<file path="src/rtl/irq_flag_pkg.sv">
package irq_flag_pkg;
  localparam int REG_W = 8;
  localparam int BIT_T0 = 0;
  localparam int BIT_T1 = 1;
  localparam int BIT_P0 = 3;
  localparam int BIT_P1 = 4;
  localparam int BIT_P3 = 7;
  localparam logic [REG_W-1:0] IMPL_MASK = 8'b1001_1011;
  typedef enum logic {ADDR_FLAG = 1'b0, ADDR_MASK = 1'b1} reg_sel_e;
  typedef enum logic [1:0] {EDGE_RISE = 2'd0, EDGE_FALL = 2'd1, EDGE_SEL = 2'd2} edge_mode_e;
endpackage

</file>
<file path="src/rtl/irq_pin_sync.sv">
module irq_pin_sync #(
  parameter int STAGES = 2
) (
  input  logic clk,
  input  logic rst_n,
  input  logic d_in,
  output logic d_out
);
  logic [STAGES-1:0] chain;
  always_ff @(posedge clk or negedge rst_n) begin
    if (!rst_n) chain <= '0;
    else chain <= {chain[STAGES-2:0], d_in};
  end
  assign d_out = chain[STAGES-1];
endmodule

</file>
<file path="src/rtl/irq_edge_det.sv">
module irq_edge_det
  import irq_flag_pkg::*;
#(
  parameter edge_mode_e MODE = EDGE_FALL
) (
  input  logic clk,
  input  logic rst_n,
  input  logic lvl,
  input  logic pol_rise,
  output logic hit
);
  logic prev;
  logic rise, fall;
  always_ff @(posedge clk or negedge rst_n) begin
    if (!rst_n) prev <= 1'b0;
    else prev <= lvl;
  end
  assign rise = lvl & ~prev;
  assign fall = ~lvl & prev;
  generate
    if (MODE == EDGE_RISE) begin : g_rise
      assign hit = rise;
    end else if (MODE == EDGE_FALL) begin : g_fall
      assign hit = fall;
    end else begin : g_sel
      assign hit = pol_rise ? rise : fall;
    end
  endgenerate
endmodule

</file>
<file path="src/rtl/irq_flag_regs.sv">
module irq_flag_regs
  import irq_flag_pkg::*;
(
  input  logic             clk,
  input  logic             rst_n,
  input  logic [REG_W-1:0] set_vec,
  input  logic [REG_W-1:0] live_vec,
  input  logic             reg_addr,
  input  logic             reg_we,
  input  logic [REG_W-1:0] reg_wdata,
  output logic [REG_W-1:0] flags,
  output logic [REG_W-1:0] mask,
  output logic             irq_req
);
  logic [REG_W-1:0] flag_q, flag_d, keep;
  logic flag_wr, mask_wr;
  assign flag_wr = reg_we && (reg_addr == ADDR_FLAG);
  assign mask_wr = reg_we && (reg_addr == ADDR_MASK);
  assign keep = flag_wr ? reg_wdata : '1;
  assign flag_d = ((flag_q & keep) | set_vec) & live_vec;
  always_ff @(posedge clk or negedge rst_n) begin
    if (!rst_n) begin
      flag_q  <= '0;
      mask    <= '0;
      irq_req <= 1'b0;
    end else begin
      flag_q <= flag_d;
      if (mask_wr) mask <= reg_wdata;
      irq_req <= |(flag_q & mask & live_vec);
    end
  end
  assign flags = flag_q & live_vec;
endmodule

</file>
<file path="src/rtl/irq_flag_ctrl.sv">
module irq_flag_ctrl
  import irq_flag_pkg::*;
(
  input  logic       clk,
  input  logic       rst_n,
  input  logic       reg_addr,
  input  logic       reg_we,
  input  logic [7:0] reg_wdata,
  output logic [7:0] reg_rdata,
  input  logic       tmr0_ovf,
  input  logic       tmr1_ovf,
  input  logic       pin0_in,
  input  logic       pin1_in,
  input  logic       pin3_in,
  input  logic       pin0_pol,
  input  logic       pin0_alt,
  input  logic       pin1_alt,
  output logic       irq_req
);
  localparam int NPIN = 3;
  localparam int PIN_BIT [NPIN] = '{BIT_P0, BIT_P1, BIT_P3};
  logic [NPIN-1:0] pin_raw, pin_s, pin_hit;
  logic [REG_W-1:0] set_vec, live_vec, flags, mask;

  assign pin_raw = {pin3_in, pin1_in, pin0_in};

  generate
    for (genvar i = 0; i < NPIN; i++) begin : g_pin
      irq_pin_sync #(.STAGES(2)) u_sync (
        .clk(clk), .rst_n(rst_n), .d_in(pin_raw[i]), .d_out(pin_s[i]));
      irq_edge_det #(.MODE(i == 0 ? EDGE_SEL : EDGE_FALL)) u_edge (
        .clk(clk), .rst_n(rst_n), .lvl(pin_s[i]), .pol_rise(pin0_pol),
        .hit(pin_hit[i]));
    end
  endgenerate

  always_comb begin
    set_vec = '0;
    set_vec[BIT_T0] = tmr0_ovf;
    set_vec[BIT_T1] = tmr1_ovf;
    for (int i = 0; i < NPIN; i++) set_vec[PIN_BIT[i]] = pin_hit[i];
    live_vec = IMPL_MASK;
    if (pin0_alt) live_vec[BIT_P0] = 1'b0;
    if (pin1_alt) live_vec[BIT_P1] = 1'b0;
  end

  irq_flag_regs u_regs (
    .clk(clk), .rst_n(rst_n), .set_vec(set_vec), .live_vec(live_vec),
    .reg_addr(reg_addr), .reg_we(reg_we), .reg_wdata(reg_wdata),
    .flags(flags), .mask(mask), .irq_req(irq_req));

  assign reg_rdata = (reg_addr == ADDR_MASK) ? mask : flags;
endmodule

</file>
<file path="config.mk">
export PLATFORM = sky130hd
export DESIGN_NAME = irq_flag_ctrl
export DESIGN_NICKNAME = d
export VERILOG_FILES = /design/src/rtl/irq_flag_pkg.sv /design/src/rtl/irq_pin_sync.sv /design/src/rtl/irq_edge_det.sv /design/src/rtl/irq_flag_regs.sv /design/src/rtl/irq_flag_ctrl.sv
export SDC_FILE = /design/constraint.sdc
export NUM_CORES = 1
export LEC_CHECK = 0
export CAP_MARGIN = 25
export CELL_PAD_IN_SITES_DETAIL_PLACEMENT = 1
export CELL_PAD_IN_SITES_GLOBAL_PLACEMENT = 1
export CORE_MARGIN = 10
export CORE_UTILIZATION = 47
export CTS_BUF_LIST = sky130_fd_sc_hd__clkbuf_4
export CTS_CLUSTER_DIAMETER = 80
export CTS_CLUSTER_SIZE = 8
export DETAILED_ROUTE_END_ITERATION = 6
export DONT_BUFFER_PORTS = 1
export PLACE_DENSITY = 0.81
export SYNTH_ARGS = -nofsm -noshare
export SYNTH_HDL_FRONTEND = slang
export SYNTH_SLANG_ARGS = --single-unit
</file>
<file path="constraint.sdc">
create_clock -name clk -period 1.3 [get_ports clk]
set_clock_uncertainty 0.15 [all_clocks]
set_input_delay 0.26 -clock clk [delete_from_list [all_inputs] [get_ports clk]]
set_output_delay 0.26 -clock clk [all_outputs]
set_load 0.05 [all_outputs]
</file>
==> out/qor.txt, run 1 <==
top cells by area, synth - dfrtp_1, mux2_2, o21ai_0, nand2b_1, and2_1
compound-gate portion of the synthesized area - 8.03%
Setup crit start kind - flop
Post-Syn Instances - 65
std cell rows - 15
GRT Residual Overflow - 0
drt first-iter violations - 15
die area - 0.00398 mm²
Buf+Inv Stages, Crit Path - 0
clock buffer depth - 2
router iterations before antenna repair - 4
Skew-Pair Late Insertion Delay - 0.31 ns
Initial Util - 50.0%
unrepaired setup endpoints after global routing - yes
gr usage total - 12.4%
Hold WC Path Type - input port to asynchronous set/reset pin
share of the synthesized area in the top cell type - 66.0%
placed cell count - 96
cell chain of the critical path - mux2_4
Final nets - 118
non-filler cells, final - 122
htree depth - 1
PortBufs - 0
Synth warnings - 0
Power Density - 1280 mW/mm²
antenna viol nets, final - 0
max_cap viols - 0
Top delay family on crit path - flip-flops
Tmin final - 1.55 ns
Area Overhead vs Synth - 45.5%
ant diodes - 0
Syn Area/Cell - 13.4 µm²
via/cell ratio - 5.38
CTS sink count - 23
Slew headroom - 69.4%
Clk Tree Root Cell - clkbuf_4
CP max-delay cell - dfrtp_1
Routed wire per std cell - 24.4 µm
#FFs+latches synth - 23
min setup slack post-route - -0.253 ns
Worst Tran Pin Value - 0.459 ns
Synth cell types - 15
antenna violations before repair - 0
Place WS - 0.0353 ns
final slew viol count - 0
final setup violation count - 9
Setup CP Type - flop to output pin
Synth Area in XOR/XNOR - 0%
largest family of logic cells by synthesized area - multiplexers
status - complete, but fails checks
Die Span Y - 63.1 µm
first-pass GRT wire length - 3.84 mm
P_leak - 0.557 nW
number of flops mapped to enable cells by yosys - 0
share of post-route cells with drive strength above 1 - 35.1%
core area - 0.00175 mm²
critical path required time - 0.89 ns
global placer's final weighted congestion - 0.706
area share of and/or/nand/nor cells after synthesis - 9.90%
worst vdd ir - 0.000880 V
Synth async-reset ratio - 100%
power consumption - 1.63 mW
die width - 63.1 µm
Max Clk Rate - 644 MHz
period utilization - 119%
TritonCTS clock tree - yes
largest net degree at the start of global routing - 24
mux cell area share after synthesis - 14.2%
syn_nets - 85
failing checks - setup timing
# IOs - 29
Crit path largest cell delay - 0.45 ns
largest area contributor in the synthesized netlist - dfrtp_1
most frequent cell after synthesis - dfrtp_1
post-synthesis adder-cell area fraction - 0%
Crit. End Element - output pin
critical path peak fanout - 3
final wirelength - 2.98 mm
r2r worst-path depth - 3
Post-DP HPWL - 1.36 mm
sequential share of the synthesized area - 66.0%
Primary FF master, synth - dfrtp_1
Reg clk slew, reported paths - 0.13 ns
DRC viols - 0
Num CTS Buffers - 3
Levels on crit path - 1
synth cell count leaders - dfrtp_1, mux2_2, o21ai_0
critical path arrival - 1.14 ns
Final Hold Fails - 0
Vias - 656
synthesized area - 872 µm²
vias in the first global route - 763
==> cell usage in the layout, fill, tap and decap left out <==
cell	netlist	layout
mux2_4	0	3
o21ai_2	0	2
nand2b_1	6	6
inv_1	3	3
a21oi_1	1	1
nand2_2	1	1
a222oi_1	1	1
a31oi_1	1	1
o221ai_1	1	1
buf_4	0	6
nor4b_1	1	1
nor2_1	2	2
dlygate4sd3_1	0	16
buf_12	0	3
buf_6	0	3
mux2_2	11	8
clkbuf_4	0	4
o21ai_0	8	6
nand2_1	2	2
dfrtp_1	23	23
buf_8	0	1
and2_4	0	3
==> where the power goes <==
group	total, mW	internal (mW)	switching [mW]
sequential	0.829	0.782	0.0464
clock	0.361	0.141	0.220
combinational	0.440	0.201	0.238
==> state kept, by name (all words and copies together) (netlist names) <==
name                cells
u_regs.irq_req          1
u_regs.flag_q           5
u_regs.mask             8
g_pin.u_edge.prev       3
g_pin.u_sync.chain      6
==> path summary, 6_finish.rpt <==
check                                    startpoint                       end  slack, ns
setup / recovery                     u_regs.mask[1]              reg_rdata[1]      -0.25
hold / removal                                rst_n      g_pin[0].u_edge.prev       0.05
setup reg to reg                   u_regs.flag_q[0]            u_regs.irq_req      -0.22
hold reg to reg            g_pin[1].u_sync.chain[0]  g_pin[1].u_sync.chain[1]       0.21
max in group asynchronous                     rst_n  g_pin[0].u_sync.chain[1]       0.57
min in group clk                       reg_wdata[4]          u_regs.flag_q[4]       0.08
==> cells by family (layout without fill, tap and decap cells) <==
| logic type | Yosys count | in the layout |
|---|---|---|
| flops | 23 | 23 |
| simple gates | 15 | 15 |
| buf+inv | 4 | 36 |
| mux | 11 | 11 |
| compound gates | 12 | 12 |
==> layout make-up <==
type                    count  area [µm²]
clock buffers               4        30.0
flip-flops and latches     23         576
fillers                   159         477
well taps                  25        31.3
repair buffers             29         314
inverters                   3        11.3
multi-input cells          38         307
==> metrics by stage <==
stage / setup TNS, ns / hold WS [ns] / area, µm² / util, %
2_1_floorplan: -0.498 / -0.186 / 872 / -
3_3_place_gp: 0 / -0.185 / 988 / 56.6
3_5_place_dp: 0 / -0.185 / 988 / 56.6
4_1_cts: -3.19 / 0.0363 / 1240 / 71.0
5_1_grt: -2.10 / 0.0430 / 1270 / 72.7
6_report: -1.70 / 0.0478 / 1270 / 72.7
==> metal layers <==
metal  global-route usage (%)  vias to the layer above  routed length [µm]
met4                     5.87                        0                  44
met3                     3.89                        5                 152
met2                     22.8                       25                1640
met5                        0                        -                   0
li1                         -                      289                   -
met1                     12.3                      337                1140
==> repair_timing <==
action / 4_1_cts / 5_1_grt
gates resized for setup: 9 / 2
setup endpoints to repair: 8 / 10
hold buffers: 16 / 0
buffers inserted: 4 / 1
hold endpoints to repair: 39 / 0
pin swaps: 3 / 0
No activity file was read; power rests on OpenSTA's default activity.
==> inputs of run 2 (changes only) <==
- SKIP_CTS_REPAIR_TIMING: not set -> 1
- clock period: 1.3 -> 1.7 ns (I/O delays scaled with it)
==> run 2 against run 1 <==
Against the previous run:
- combinational power fell by 53%
- critical path type unchanged
- largest cell class unchanged
- register-to-register slack improved by 0.58 ns
- setup slack improved by 0.34 ns
- flip-flop and latch count did not move
- the flow now finishes without violations
- design area fell by 19%
- critical path depth did not move
- routed wire length fell by 39%
- sequential power fell by 23%
- first-iteration DRC count fell by 87%
- utilization fell by 13 points
==> out/qor.txt, run 2 (synthesis gave the netlist of run 1 again) <==
Top reg by flops - u_regs.mask
vias in the first global route - 613 (-20%)
Core Util, Final - 59.2% (-13 points)
Skew-Pair Late Insertion Delay - 0.29 ns (-0.02 ns)
Slew headroom - 67.0% (-2.4 points)
ant diodes - 0 (unchanged)
die area - 0.00398 mm² (unchanged)
cell chain of the critical path - mux2_2
first-pass GRT wire length - 2.84 mm (-26%)
final wirelength - 1.82 mm (-39%)
via/cell ratio - 5.31 (-1.2%)
gr usage total - 9.11% (-3.3 points)
final setup violation count - 0 (-9)
Buf+Inv Stages, Crit Path - 0 (unchanged)
most frequent cells in the layout - dfrtp_1, mux2_2, dlygate4sd3_1, nand2b_1, o21ai_0
Final Hold Fails - 0 (unchanged)
Area Overhead vs Synth - 18.5%
Initial Util - 50.0% (unchanged)
die width - 63.1 µm (unchanged)
status - finished clean
CTS sink count - 23 (unchanged)
# IOs - 29 (unchanged)
Routed wire per std cell - 17.7 µm (-28%)
most common cell after layout, fill and taps aside - dfrtp_1
Clk Tree Root Cell - clkbuf_4
final hold slack - 0.0332 ns (-0.0146 ns)
CP max-delay cell - dfrtp_1
non-filler cells, final - 103 (-16%)
Worst Tran Pin Value - 0.499 ns (+0.0397 ns)
router iterations before antenna repair - 4 (unchanged)
Power Density - 1060 mW/mm² (-17%)
Setup crit start kind - flop
Max Clk Rate - 620 MHz
global placer's final weighted congestion - 0.695 (-1.5%)
period utilization - 94.9%
clock buffer depth - 2 (unchanged)
reg-to-reg setup timing slack - 0.36 ns (+0.58 ns)
flip-flop count of the largest register after layout - 8 (unchanged)
antenna violations before repair - 0 (unchanged)
final slew viol count - 0 (unchanged)
largest net degree at the start of global routing - 24 (unchanged)
critical path arrival - 1.12 ns (-0.02 ns)
PortBufs - 0 (unchanged)
Setup CP Type - flop to output pin
share of post-route cells with drive strength above 1 - 24.4% (-11 points)
TritonCTS clock tree - yes
antenna viol nets, final - 0 (unchanged)
std cell rows - 15 (unchanged)
GRT Residual Overflow - 0 (unchanged)
Tmin final - 1.61 ns
critical path required time - 1.21 ns (+0.32 ns)
htree depth - 1 (unchanged)
top flop regs - u_regs.mask: 8 flops, g_pin.u_sync.chain: 6 flops, u_regs.flag_q: 5 flops
Crit path largest cell delay - 0.42 ns (-0.03 ns)
max_cap viols - 0 (unchanged)
DRC viols - 0 (unchanged)
core area - 0.00175 mm² (unchanged)
Crit. End Element - output pin
Die Span Y - 63.1 µm (unchanged)
critical path peak fanout - 3 (unchanged)
Hold WC Path Type - input port to flop
Vias - 547 (-17%)
drt first-iter violations - 2 (-13)
P_leak - 0.437 nW (-22%)
unrepaired setup endpoints after global routing - no
Final nets - 99 (-16%)
worst vdd ir - 0.000674 V (-23%)
Reg clk slew, reported paths - 0.11 ns (-0.02 ns)
placed cell count - 91 (-5.2%)
Post-DP HPWL - 1.40 mm (+2.9%)
Num CTS Buffers - 3 (unchanged)
Top delay family on crit path - flip-flops
-- run 2: cell count changes in the layout (fill, tap and decap cells not counted), moves of 2 or more --
cell           change
mux2_4             -3
and2_1             +3
o21ai_1            +2
buf_4              -4
dlygate4sd3_1      -9
and2_4             -3
buf_6              -3
o21ai_2            -2
buf_12             -2
mux2_2             +3
-- run 2: per-stage QoR --
| step | power [mW] | setup TNS [ns] | instance area (µm²) | setup WS [ns] |
|---|---|---|---|---|
| detailed placement | 0.835 | 0 | 913 | 0.359 |
| global placement | 0.825 | 0 | 913 | 0.384 |
| finish | 1.10 | 0 | 1030 | 0.0863 |
| CTS | 1.09 | 0 | 943 | 0.0764 |
| global route | 1.16 | 0 | 1030 | 0.0000264 |
| floorplan | 0.801 | -0.0182 | 872 | -0.00908 |
-- run 2: path summary, 6_finish.rpt --
check | from | endpoint | depth (start not counted)
max in group asynchronous | rst_n | g_pin[2].u_edge.prev | 2
worst min-delay path | reg_wdata[2] | u_regs.mask[2] | 1
worst max-delay path | u_regs.mask[0] | reg_rdata[0] | 1
worst max register to register | u_regs.mask[0] | u_regs.irq_req | 2
min in group asynchronous | rst_n | u_regs.mask[5] | 2
worst min register to register | g_pin[0].u_sync.chain[0] | g_pin[0].u_sync.chain[1] | 0
-- run 2: layout make-up --
| cell class | instances | area, µm² |
|---|---|---|
| clock buffer | 4 | 30.0 |
| multi-input combinational | 38 | 280 |
| sequential | 23 | 576 |
| fill | 183 | 712 |
| timing repair buffer | 10 | 105 |
| inverter | 3 | 11.3 |
| tap | 25 | 31.3 |
-- run 2: report_power, final --
part / switching (mW) / internal [mW] / total, mW / leakage [nW]
logic: 0.131 / 0.0742 / 0.205 / 0.154
registers: 0.0443 / 0.598 / 0.642 / 0.264
clock network: 0.145 / 0.107 / 0.252 / 0.0184
-- run 2: per-layer routing --
metal  global-route usage [%]  routed length, µm  share of wire [%]  vias up
li1                         -                  -                  -      251
met1                     9.38                662                 36      279
met2                     14.7                959                 53       15
met3                     5.12                182                 10        2
met4                     4.19                 14               0.77        0
met5                        0                  0                  0        -
==> inputs of run 3 (changes only) <==
--- a/config.mk
+++ b/config.mk
@@ -11,3 +11,3 @@
 export CORE_MARGIN = 10
-export CORE_UTILIZATION = 47
+export CORE_UTILIZATION = 45
 export CTS_BUF_LIST = sky130_fd_sc_hd__clkbuf_4
@@ -17,3 +17,3 @@
 export DONT_BUFFER_PORTS = 1
-export PLACE_DENSITY = 0.81
+export PLACE_DENSITY = 0.79
 export SKIP_CTS_REPAIR_TIMING = 1
--- a/constraint.sdc
+++ b/constraint.sdc
@@ -4,2 +4,2 @@
 set_output_delay 0.34 -clock clk [all_outputs]
-set_load 0.05 [all_outputs]
+set_load 0.01 [all_outputs]
==> run 3 against run 2 <==
Against the previous run:
- hold slack lost 0.0090 ns
- die area grew 3.0%
- flip-flop and latch count is the same
- design area shrank 0.73%
- largest cell class unchanged
- sequential share of layout area grew 0.41 points
- combinational power shrank 37%
- first-iteration DRC count grew to 13 times the previous value
- largest power group unchanged
==> out/qor.txt, run 3 (synthesis gave the netlist of run 1 again) <==
status - finished clean
gr usage total - 8.67% (-0.44 points)
first-pass GRT wire length - 2.82 mm (-0.70%)
Power Density - 979 mW/mm² (-8.0%)
final hold slack - 0.0243 ns (-0.00898 ns)
final instance area - 0.00103 mm² (-0.73%)
Die Span Y - 64.0 µm (+1.5%)
Num CTS Buffers - 3 (unchanged)
Setup CP Type - flop to output pin
Final Hold Fails - 0 (unchanged)
Crit path largest cell delay - 0.38 ns (-0.04 ns)
final slew viol count - 0 (unchanged)
Crit. End Element - output pin
htree depth - 1 (unchanged)
PortBufs - 0 (unchanged)
largest net degree at the start of global routing - 24 (unchanged)
core area - 0.00178 mm² (+2.2%)
Top reg by flops - u_regs.mask
Vias - 553 (+1.1%)
flip-flop count of the largest register after layout - 8 (unchanged)
Area Overhead vs Synth - 17.6%
global placer's final weighted congestion - 0.650 (-6.5%)
clock buffer depth - 2 (unchanged)
Clk Tree Root Cell - clkbuf_4
final setup violation count - 0 (unchanged)
Reg clk slew, reported paths - 0.12 ns (about the same)
via/cell ratio - 5.42 (+2.1%)
Hold WC Path Type - input port to flop
period utilization - 94.6% (-0.32 points)
# IOs - 29 (unchanged)
Skew-Pair Late Insertion Delay - 0.30 ns (about the same)
Max Clk Rate - 622 MHz (+0.34%)
reg-to-reg setup timing slack - 0.40 ns (+0.04 ns)
top flop regs - u_regs.mask: 8 flops, g_pin.u_sync.chain: 6 flops, u_regs.flag_q: 5 flops
Slew headroom - 70.6% (+3.6 points)
Tmin final - 1.61 ns (-0.00544 ns)
GRT Residual Overflow - 0 (unchanged)
share of post-route cells with drive strength above 1 - 22.1% (-2.3 points)
ant diodes - 0 (unchanged)
die width - 64.0 µm (+1.5%)
Worst Tran Pin Value - 0.436 ns (-0.0625 ns)
critical path arrival - 1.12 ns (about the same)
router iterations before antenna repair - 4 (unchanged)
final wirelength - 1.94 mm (+6.7%)
CP max-delay cell - o21ai_0
Setup crit start kind - flop
placed cell area - 898 µm² (-1.6%)
critical path required time - 1.21 ns (about the same)
most common cell after layout, fill and taps aside - dfrtp_1
r2r endpoint - u_regs.irq_req
most frequent cells in the layout - dfrtp_1, mux2_2, o21ai_0, dlygate4sd3_1, nand2b_1
worst vdd ir - 0.000619 V (-8.1%)
TritonCTS clock tree - yes
Hold Path Stages - 1 (unchanged)
critical path peak fanout - 3 (unchanged)
r2r startpoint - u_regs.mask[0]
drt first-iter violations - 26 (+24)
Final nets - 98 (-1.0%)
antenna viol nets, final - 0 (unchanged)
r2r worst-path depth - 2 (unchanged)
P_leak - 0.430 nW (-1.5%)
Hold Path End - u_regs.mask[7]
final setup TNS - 0 ns (unchanged)
Routed wire per std cell - 19.0 µm (+7.8%)
max_cap viols - 0 (unchanged)
die area - 0.00410 mm² (+3.0%)
min-delay src - reg_wdata[7]
DRC viols - 0 (unchanged)
fillers - 181 (-1.1%)
CTS sink count - 23 (unchanged)
antenna violations before repair - 0 (unchanged)
vias in the first global route - 597 (-2.6%)
Initial Util - 48.9% (-1.1 points)
std cell rows - 15 (unchanged)
cell chain of the critical path - nand2b_1 > o21ai_0
[run 3: cell count changes in the layout (fill, tap and decap cells not counted)]
cell,before,now
clkbuf_4,4,3
buf_4,2,0
o21ai_1,2,0
clkinv_2,0,1
dlygate4sd3_1,7,8
o21ai_0,6,8
[run 3: layer usage]
metal  GRT usage, %  up-vias  wire length, µm
li1               -      247                -
met1           8.78      286              780
met2           14.9       18              994
met3           4.36        2              157
met4           3.28        0                9
met5              0        -                0
[run 3: area by class of cell]
cell class | instances | area [µm²] | share of cell area (%)
clock buffers | 3 | 22.5 | 2.20
multi-input cells | 38 | 280 | 27.3
well taps | 25 | 31.3 | 3.05
repair buffers | 9 | 100 | 9.76
flip-flops and latches | 23 | 576 | 56.1
inverters | 3 | 11.3 | 1.10
clock inverters | 1 | 5.00 | 0.488
[run 3: critical path, delay by kind of cell, from the launching register on]
family,cells,cell delay [ns]
and+or+nand+nor,1,0.09
AOI/OAI and AO/OA,1,0.38
DFF,1,0.35
[run 3: how the worst max path moves through the flow]
stage                     start  cells past startpoint      endpoint  slack, ns
2_1_floorplan          reg_addr                      2  reg_rdata[0]       0.35
3_3_place_gp           pin0_alt                      2  reg_rdata[3]       0.38
5_1_grt        u_regs.flag_q[3]                      2  reg_rdata[3]     -0.005
4_1_cts        u_regs.flag_q[4]                      2  reg_rdata[4]       0.12
3_5_place_dp           pin0_alt                      2  reg_rdata[3]       0.37
6_report       u_regs.flag_q[3]                      2  reg_rdata[3]       0.09
[run 3: stage by stage]
stage | cells | setup slack (ns) | util [%] | power, mW
finish | 102 | 0.0917 | 57.5 | 1.00
global route | 102 | -0.00493 | 57.5 | 1.06
CTS | 93 | 0.119 | 51.9 | 0.986
detailed placement | 89 | 0.371 | 50.4 | 0.741
global placement | 89 | 0.380 | 50.4 | 0.733
floorplan | 65 | 0.352 | - | 0.717
[run 3: where the power goes]
part           switching [mW]  internal, mW  total, mW
clock network           0.159        0.0877      0.247
logic                  0.0620        0.0679      0.130
registers              0.0294         0.598      0.628
total                   0.251         0.754       1.00
